### src/rtl/pwm_pkg.sv
package pwm_pkg;
  localparam int ADDR_W   = 12;
  localparam int DATA_W   = 32;
  localparam int DIV_W    = 3;
  localparam int PER_W    = 13;
  localparam int PRE_W    = (1 << DIV_W) - 1;
  localparam int MODE_BIT = 15;

  localparam logic [ADDR_W-1:0] EN_ADDR   = 12'h000;
  localparam logic [ADDR_W-1:0] CSEL_ADDR = 12'h210;
  localparam logic [ADDR_W-1:0] OFF_CTRL  = 12'h000;
  localparam logic [ADDR_W-1:0] OFF_PER   = 12'h02C;
  localparam logic [ADDR_W-1:0] OFF_THR   = 12'h030;

  typedef struct packed {
    logic             mode;
    logic [DIV_W-1:0] div;
    logic [PER_W-1:0] per;
    logic [PER_W-1:0] thr;
  } ch_cfg_t;

  // Window base: regular 0x40 stride, last channel relocated.
  function automatic logic [ADDR_W-1:0] ch_base(input int n);
    if (n == 7) return 12'h220;
    return ADDR_W'(12'h010 + 12'h040 * n);
  endfunction
endpackage

### src/rtl/pwm_regfile.sv
module pwm_regfile
  import pwm_pkg::*;
#(
  parameter int NUM_CH = 8
) (
  input  logic                          clk,
  input  logic                          rst_n,
  input  logic                          wr_en,
  input  logic [ADDR_W-1:0]             addr,
  input  logic [DATA_W-1:0]             wdata,
  output logic [DATA_W-1:0]             rdata,
  output logic [NUM_CH-1:0]             en,
  output logic                          ref_sel,
  output ch_cfg_t [NUM_CH-1:0]          cfg
);
  logic hit;

  always_comb begin
    hit   = (addr == EN_ADDR) || (addr == CSEL_ADDR);
    rdata = '0;
    if (addr == EN_ADDR)   rdata[NUM_CH-1:0] = en;
    if (addr == CSEL_ADDR) rdata[0]          = ref_sel;
    for (int c = 0; c < NUM_CH; c++) begin
      if (addr == ch_base(c) + OFF_CTRL) begin
        hit                 = 1'b1;
        rdata[MODE_BIT]     = cfg[c].mode;
        rdata[DIV_W-1:0]    = cfg[c].div;
      end
      if (addr == ch_base(c) + OFF_PER) begin
        hit              = 1'b1;
        rdata[PER_W-1:0] = cfg[c].per;
      end
      if (addr == ch_base(c) + OFF_THR) begin
        hit              = 1'b1;
        rdata[PER_W-1:0] = cfg[c].thr;
      end
    end
  end

  always_ff @(posedge clk) begin
    if (!rst_n) begin
      en      <= '0;
      ref_sel <= 1'b0;
      cfg     <= '0;
    end else if (wr_en) begin
      if (addr == EN_ADDR)   en      <= wdata[NUM_CH-1:0];
      if (addr == CSEL_ADDR) ref_sel <= |wdata;
      for (int c = 0; c < NUM_CH; c++) begin
        if (addr == ch_base(c) + OFF_CTRL) begin
          cfg[c].mode <= wdata[MODE_BIT];
          cfg[c].div  <= wdata[DIV_W-1:0];
        end
        if (addr == ch_base(c) + OFF_PER) cfg[c].per <= wdata[PER_W-1:0];
        if (addr == ch_base(c) + OFF_THR) cfg[c].thr <= wdata[PER_W-1:0];
      end
    end
  end

  // enable word holds exactly what was written
  assert_enable_readback_R2: assert property (@(posedge clk) disable iff (!rst_n)
    (wr_en && addr == EN_ADDR) |=> (en == $past(wdata[NUM_CH-1:0])));

  // writes to unmapped addresses leave every register untouched
  assert_unmapped_write_ignored_R10: assert property (@(posedge clk) disable iff (!rst_n)
    (wr_en && !hit) |=> ($stable(en) && $stable(ref_sel) && $stable(cfg)));
endmodule

### src/rtl/pwm_channel.sv
module pwm_channel
  import pwm_pkg::*;
(
  input  logic    clk,
  input  logic    rst_n,
  input  logic    run,
  input  logic    tick,
  input  ch_cfg_t cfg,
  output logic    pwm
);
  ch_cfg_t          act;
  logic [PRE_W-1:0] pre;
  logic [PRE_W-1:0] pre_mask;
  logic [PER_W-1:0] cnt;
  logic [PER_W-1:0] last;
  logic             step;
  logic             wrap;

  always_comb begin
    pre_mask = ~({PRE_W{1'b1}} << act.div);
    last     = (act.per == '0) ? '0 : act.per - PER_W'(1);
    step     = tick && (pre == pre_mask);
    wrap     = step && (cnt >= last);
    pwm      = run && act.mode && (cnt < act.thr);
  end

  always_ff @(posedge clk) begin
    if (!rst_n) begin
      act <= '0;
      pre <= '0;
      cnt <= '0;
    end else if (!run) begin
      act <= cfg;
      pre <= '0;
      cnt <= '0;
    end else if (tick) begin
      if (step) begin
        pre <= '0;
        if (wrap) begin
          cnt <= '0;
          act <= cfg;
        end else begin
          cnt <= cnt + PER_W'(1);
        end
      end else begin
        pre <= pre + PRE_W'(1);
      end
    end
  end

  // count never passes the last index of the active period
  assert_no_overflow_R4: assert property (@(posedge clk) disable iff (!rst_n)
    cnt <= last);

  // prescaler stays inside its 2^exponent window
  assert_prescale_bound_R4: assert property (@(posedge clk) disable iff (!rst_n)
    pre <= pre_mask);

  // active settings change only at a wrap while running
  assert_deferred_update_R6: assert property (@(posedge clk) disable iff (!rst_n)
    (run && !wrap) |=> $stable(act));

  // a stopped channel holds its count and prescaler at zero
  assert_stopped_cleared_R7: assert property (@(posedge clk) disable iff (!rst_n)
    !run |=> (cnt == '0 && pre == '0));

  // a high output needs a nonzero active threshold
  assert_zero_thr_low_R5: assert property (@(posedge clk) disable iff (!rst_n)
    pwm |-> (act.thr != '0));
endmodule

### src/rtl/pwm_bank.sv
module pwm_bank
  import pwm_pkg::*;
#(
  parameter int NUM_CH = 8
) (
  input  logic              clk,
  input  logic              rst_n,
  input  logic              wr_en,
  input  logic [11:0]       addr,
  input  logic [31:0]       wdata,
  output logic [31:0]       rdata,
  input  logic              ref_tick,
  output logic [NUM_CH-1:0] pwm_out
);
  logic [NUM_CH-1:0]    en;
  logic                 ref_sel;
  ch_cfg_t [NUM_CH-1:0] cfg;
  logic                 tick;

  assign tick = ref_sel ? ref_tick : 1'b1;

  pwm_regfile #(.NUM_CH(NUM_CH)) u_regs (
    .clk     (clk),
    .rst_n   (rst_n),
    .wr_en   (wr_en),
    .addr    (addr),
    .wdata   (wdata),
    .rdata   (rdata),
    .en      (en),
    .ref_sel (ref_sel),
    .cfg     (cfg)
  );

  for (genvar g = 0; g < NUM_CH; g++) begin : g_ch
    pwm_channel u_ch (
      .clk   (clk),
      .rst_n (rst_n),
      .run   (en[g]),
      .tick  (tick),
      .cfg   (cfg[g]),
      .pwm   (pwm_out[g])
    );
  end

  // output of a disabled channel is low
  assert_disabled_low_R7: assert property (@(posedge clk) disable iff (!rst_n)
    ((~en) & pwm_out) == '0);
endmodule

### config.mk
export PLATFORM = sky130hd
export DESIGN_NAME = pwm_bank
export DESIGN_NICKNAME = d
export VERILOG_FILES = /design/src/rtl/pwm_pkg.sv /design/src/rtl/pwm_regfile.sv /design/src/rtl/pwm_channel.sv /design/src/rtl/pwm_bank.sv
export SDC_FILE = /design/constraint.sdc
export NUM_CORES = 2
export LEC_CHECK = 0
export BUFFER_PORTS_ARGS = -buffer_cell sky130_fd_sc_hd__buf_2
export CORE_ASPECT_RATIO = 1.75
export CORE_UTILIZATION = 55
export DETAILED_ROUTE_END_ITERATION = 10
export PLACE_DENSITY = 0.8
export SETUP_SLACK_MARGIN = 0.05
export SYNTH_ARGS = -nofsm -noshare
export SYNTH_HDL_FRONTEND = slang
export SYNTH_SLANG_ARGS = --single-unit
### constraint.sdc
create_clock -name clk -period 8 [get_ports clk]
set_input_delay 1.6 -clock clk [delete_from_list [all_inputs] [get_ports clk]]
set_output_delay 1.6 -clock clk [all_outputs]
set_load 0.01 [all_outputs]
---- Word level (Yosys, flattened, before mapping) ----
Index checks and enable logic that the tools add are counted.
cells by class
  add/sub/neg operators ................... 26
  magnitude comparators ................... 16
  equality and inequality tests ........... 60
  shift operators ......................... 8
  mux-type cells .......................... 96
  bitwise gates (word level) .............. 8
  reduce and logical (&&, ||, !) cells .... 92
operators with widths
  cell                                                                      count
  30-bit 2-to-1 mux                                                         32
  13-bit 2-to-1 mux                                                         32
  12-bit by 9-bit equality test with 1-bit output (second input constant)   10
  13-bit by 1-bit adder with 13-bit output (second input constant)          8
  13-bit >= comparator                                                      8
  13-bit logical NOT                                                        8
  13-bit less-than comparator                                               8
  13-bit by 1-bit subtractor with 13-bit output (second input constant)     8
  2-bit AND reduction                                                       42
  12-bit by 8-bit equality test with 1-bit output (second input constant)   6
  7-bit by 1-bit adder with 7-bit output (second input constant)            8
  7-bit equality test                                                       8
  7-bit 2-to-1 mux                                                          8
  7-bit NOT                                                                 8
  7-bit by 3-bit left shift with 7-bit output (first input constant)        8
  12-bit by 10-bit equality test with 1-bit output (second input constant)  4
  2-bit by 1-bit != test with 1-bit output (second input constant)          24
  12-bit equality test                                                      3
  12-bit by 7-bit equality test with 1-bit output (second input constant)   3
  1-bit logical AND                                                         32
  32-bit OR reduction                                                       1
  12-bit by 6-bit adder with 12-bit output (second input constant)          2
  12-bit 2-to-1 mux                                                         2
  3-bit 2-to-1 mux                                                          8
  other kinds (7)                                                           25
word-level totals
  flip-flop bits (word level) ............. 649
  input port bits ......................... 48
  output and inout port bits .............. 40

---- Logic depth before layout (Yosys ltp) ----
  depth in word-level cells ............... 27
  gate-level depth with buffers ........... 17
  mapped depth without buffers ............ 15

---- Cells and area by module ----
A second synthesis with hierarchy kept.
second synthesis, totals
  cells, all modules ...................... 4612
  area, all modules ....................... 37807.5 um2
modules (own cells, without submodules)
  module                           instances  cells each  area each (um2)  seq. area each (um2)
  pwm_channel at g_ch[0].u_ch ...  7          382         3194.3           1001.0
  pwm_regfile                      1          1548        12265.5          4984.8
  pwm_channel at g_ch[7].u_ch      1          389         3175.5           1001.0
  pwm_bank                         1          1           6.3              0.0

---- Worst setup path after synthesis ----
Ideal clock, no wire load.
  path type ............................... input to output
  start point ............................. input port addr[4]
  end point ............................... output port rdata[2]
  data arrival time ....................... 3.920 ns
  data required time ...................... 6.400 ns
  slack ................................... 2.480 ns
  stages on the path ...................... 9
  buffers on the path ..................... 3
  cells stage by stage .................... clkbuf_1 > or3_1 > clkbuf_1 > or2_2 > clkbuf_1 > nor2_1 > a221oi_1 > o211a_1 > a2111oi_0
between the ends
  longest elaborated chain between the ends .. 26
  elaborated cells between the ends (all ways) .. 50
  classes of those cells .................. eq/ne (24); mux (25); reduce/logical (1)
RTL lines
  item                 RTL line           source
  start, declared      pwm_bank.sv:9      input logic [11:0] addr,
  12-bit logical NOT   pwm_regfile.sv:21  if (addr == EN_ADDR) rdata[NUM_CH-1:0] = en;
  8-bit 2-to-1 mux     pwm_regfile.sv:21
  3-bit 2-to-1 mux     pwm_regfile.sv:24  if (addr == ch_base(c) + OFF_CTRL) begin
  13-bit 2-to-1 mux    pwm_regfile.sv:29  if (addr == ch_base(c) + OFF_PER) begin
  13-bit 2-to-1 mux    pwm_regfile.sv:33  if (addr == ch_base(c) + OFF_THR) begin
  3-bit 2-to-1 mux     pwm_regfile.sv:24
  13-bit 2-to-1 mux    pwm_regfile.sv:29
  13-bit 2-to-1 mux    pwm_regfile.sv:33
  [... 10 more ...]    n/a
  13-bit 2-to-1 mux    pwm_regfile.sv:29
  13-bit 2-to-1 mux    pwm_regfile.sv:33
  3-bit 2-to-1 mux     pwm_regfile.sv:24
  13-bit 2-to-1 mux    pwm_regfile.sv:29
  13-bit 2-to-1 mux    pwm_regfile.sv:33
  3-bit 2-to-1 mux     pwm_regfile.sv:24
  13-bit 2-to-1 mux    pwm_regfile.sv:29
  13-bit 2-to-1 mux *  pwm_regfile.sv:33
  end, declared        pwm_bank.sv:11     output logic [31:0] rdata,
Mark *: on every way between the ends. The rest lies on a longest branch, timed or not.

---- Final worst setup path ----
  start point ............................. input port addr[4]
  end point ............................... output port rdata[12]
between the ends
  longest elaborated chain between the ends .. 17
  elaborated cells between the ends (all ways) .. 32
  classes of those cells .................. eq/ne (16); mux (16)
RTL lines
  item                                             RTL line
  12-bit by 6-bit equality test with 1-bit output  pwm_regfile.sv:29
  13-bit 2-to-1 mux                                pwm_regfile.sv:29
  13-bit 2-to-1 mux                                pwm_regfile.sv:33
  13-bit 2-to-1 mux                                pwm_regfile.sv:29
  13-bit 2-to-1 mux                                pwm_regfile.sv:33
  13-bit 2-to-1 mux                                pwm_regfile.sv:29
  13-bit 2-to-1 mux                                pwm_regfile.sv:33
  13-bit 2-to-1 mux                                pwm_regfile.sv:29
  13-bit 2-to-1 mux                                pwm_regfile.sv:33
  13-bit 2-to-1 mux                                pwm_regfile.sv:29
  13-bit 2-to-1 mux                                pwm_regfile.sv:33
  13-bit 2-to-1 mux                                pwm_regfile.sv:29
  13-bit 2-to-1 mux                                pwm_regfile.sv:33
  13-bit 2-to-1 mux                                pwm_regfile.sv:29
  13-bit 2-to-1 mux                                pwm_regfile.sv:33
  13-bit 2-to-1 mux                                pwm_regfile.sv:29
  13-bit 2-to-1 mux *                              pwm_regfile.sv:33
Marks and branches as above.

==> flow_metrics.env <==
export IMPL_critical_path_max_stage_delay_ps=740
export IMPL_worstMarginPinSlew_ps=1169
export IMPL_fin_crit_ps=6424
export IMPL_synthCells=4460
export IMPL_postCtsResizedCells=0
export IMPL_critPathArrivalTime_ps=4820
export IMPL_rows=121
export IMPL_nNetsFinal=4605
export IMPL_dieHeight_um=334.8
export IMPL_whs_endpoint="g_ch[0].u_ch.act[0]$_SDFFE_PN0P_"
export IMPL_hold_buffers=0
export IMPL_power_share_combinational_pct=2.5
export IMPL_cts_setup_buffers=0
export IMPL_clkSlewWorstSetupHoldPaths_ps=70
export IMPL_yosys_top_cells_area="dfxtp_1, nand2_1, ha_1"
export IMPL_switching_power_mw=1.438
export IMPL_hold_class="reg2reg"
export IMPL_antenna_found_initial=2
export IMPL_root_buffer="clkbuf_16"
export IMPL_core_sq_mm=0.06237
export IMPL_hold_depth=2
export IMPL_r2r_setup_slack_ps=3430
export IMPL_cts_made_buffers=58
export IMPL_grt_overflow=0
export IMPL_dr_pass1_iters=8
export IMPL_multi_input_area_sq_mm=0.02006
export IMPL_place_gp_congestion=0.9786
export IMPL_fin_skew_ps=32.59
export IMPL_drc=0
export IMPL_worstReg2RegStart="g_ch[5].u_ch.act[13]$_SDFFE_PN0P_"
export IMPL_yosysSeqAreaShare_pct=37.33
export IMPL_critPathKind="in2out"
export IMPL_power_density_mw_per_mm2=170.1
export IMPL_cts_path_max_buffers=3
export IMPL_drtIter0Drc=2744
export IMPL_power_frac_seq_pct=50.8
export IMPL_status="completed"
export IMPL_ys_ff_latch=649
export IMPL_cp_end_kind="primary output"
export IMPL_dp_hpwl_um=78460
export IMPL_htree_levels=2
export IMPL_p_int_mw=4.924
export IMPL_via_count=32190
export IMPL_dieArea_sq_mm=0.06433
export IMPL_synth_most_common_cell="nand2_1"
export IMPL_power_mw=6.362
export IMPL_port_buffer_count=69
export IMPL_cp_num_buf_inv=2
export IMPL_maxCapViolCount=0
export IMPL_required_ps=6400
export IMPL_grt_usage_pct=33.26
export IMPL_ys_top_cells_by_count="nand2_1, dfxtp_1, nand3_1"
export IMPL_clock_power_share_pct=46.7
export IMPL_path_delay_family="simple AND/OR/NAND/NOR gates"
export IMPL_synth_top_area_share_pct=37.33
export IMPL_ant_nets=0
export IMPL_sw_frac_of_total_pct=22.61
export IMPL_setup_violations=0
export IMPL_cp_slowest_cell="nor2_2"
export IMPL_finalHoldViolations=0
export IMPL_num_io_pins=88
export IMPL_async_flop_share_pct=0
export IMPL_wl_per_cell_um=20.82
export IMPL_r2r_end="g_ch[5].u_ch.cnt[1]$_SDFFE_PN0P_"
export IMPL_maxSlewHeadroom_pct=21.49
export IMPL_synthFlopType="dfxtp_1"
export IMPL_area_growth_pct=7.489
export IMPL_drive_gt1_share_pct=5.845
export IMPL_cts_tree="built"
export IMPL_power_static_leakage_nw=13.06
export IMPL_grt_start_max_net_pins=200
export IMPL_crit_path_cell_trace="buf_2 > or3_1 > nor2_2 > nand2_1 > nand2_1 > a221oi_1 > and4_1 > o21ai_0 > buf_2"
export IMPL_grt_pass1_vias=30340
export IMPL_synth_cell_types=80
export IMPL_rsz0062_at_grt="no"
export IMPL_synth_edf_count=0
export IMPL_grt_first_pass_wirelength_um=167800
export IMPL_start_kind="primary input"
export IMPL_finalCritPeriodShare_pct=80.30
export IMPL_die_x_um=192.2
export IMPL_min_delay_start="g_ch[0].u_ch.act[0]$_SDFFE_PN0P_"
export IMPL_finalSetupTns_ps=0
export IMPL_num_fill_cells=5542
export IMPL_viasPerCell=6.213
export IMPL_avgSynthCellArea_sq_um=7.803
export IMPL_worstPathMaxFanout=20
export IMPL_reg2reg_depth=16
export IMPL_cts_sinks=649
export IMPL_peakVddDrop_v=0.0001756
export IMPL_wirelength_um=107900
export IMPL_initial_core_util_pct=55.80
export IMPL_slew_viol_final=0
export IMPL_yosysWarnings=0
export IMPL_seq_area_sq_mm=0.01299
export IMPL_synthesis_area_sq_mm=0.03480
export IMPL_clk_latency_ps=660
export IMPL_max_freq_mhz=155.7
export IMPL_synth_top_area_cell="dfxtp_1"
worst max path at each step:
stage          startpoint  cells past startpoint  slack, ps   endpoint
4_1_cts           addr[4]                      9       1690  rdata[12]
5_1_grt           addr[4]                      9       1530  rdata[12]
3_5_place_dp      addr[4]                      9       1690  rdata[12]
6_report          addr[4]                      9       1580  rdata[12]
3_3_place_gp      addr[4]                      9       1730  rdata[12]
2_1_floorplan     addr[4]                      9       2480   rdata[2]
final cells by class:
class                   count  share of cell area, %
well taps                 799                  2.672
diodes                      2                0.01338
inverters                 152                  1.545
multi-input cells        3350                  53.62
flip-flops and latches    649                  34.73
clock buffers              77                  4.368
repair buffers            122                  2.054
clock inverters            30                 0.9934
layout by cell type (no fill, tap or decap), types with 67 or more instances in the layout:
master and instances:
nand3_1 393, nor2_1 331, inv_1 151, o21ai_0 200, nand2_1 769, dfxtp_1 649
xnor2_1 91, nor3_1 75, ha_1 224, xor2_1 112, buf_2 67, a21oi_1 331
mux2i_1 104, o31ai_1 86
tightest hold or removal path: cells and delay by family (launching register included):
family             cells  cell delay [ps]
DFF                    1              310
and+or+nand+nor        1               50
AOI/OAI and AO/OA      1               60
through the flow:
stage	worst slack, ps	cells	hold slack [ps]	util (%)	area, sq um
final	1576	5181	457.6	59.97	37410
after global routing	1526	5179	479.5	59.97	37400
after CTS	1688	5179	462.7	59.97	37400
after detailed placement	1686	5072	453.7	56.75	35400
after global placement	1731	5072	440.8	56.75	35400
after floorplan	2480	4477	428.6	-	34870
state kept, by name, summed over array words and instances (netlist names):
signal / flops
u_regs.ref_sel: 1
g_ch.u_ch.pre: 56
g_ch.u_ch.cnt: 104
u_regs.cfg: 240
g_ch.u_ch.act: 240
u_regs.en: 8
power groups by stage:
stage / Combinational [mW] / Clock, mW / Sequential [mW]
3_5_place_dp: 0.154 / 0 / 3.30
2_1_floorplan: 0.105 / 0 / 3.30
5_1_grt: 0.166 / 3.11 / 3.23
4_1_cts: 0.154 / 3.00 / 3.23
6_report: 0.162 / 2.97 / 3.23
3_3_place_gp: 0.153 / 0 / 3.30
cells by family after synthesis:
| family | synth area share [%] |
|---|---|
| other | 0.01078 |
| buffers and inverters | 5.475 |
| xor gates and xnor gates | 5.109 |
| adders and majority gates | 8.082 |
| DFF | 37.33 |
| AOI/OAI and AO/OA | 16.20 |
| and+or+nand+nor | 24.74 |
| muxes | 3.056 |
metal layers:
| layer | track usage, % | routed length (um) |
|---|---|---|
| met1 | 37.21 | 39980 |
| met2 | 56.67 | 51950 |
| met4 | 24.09 | 8671 |
| met3 | 5.170 | 7254 |
| met5 | 0 | 10 |
No activity file was read; power rests on OpenSTA's default activity.
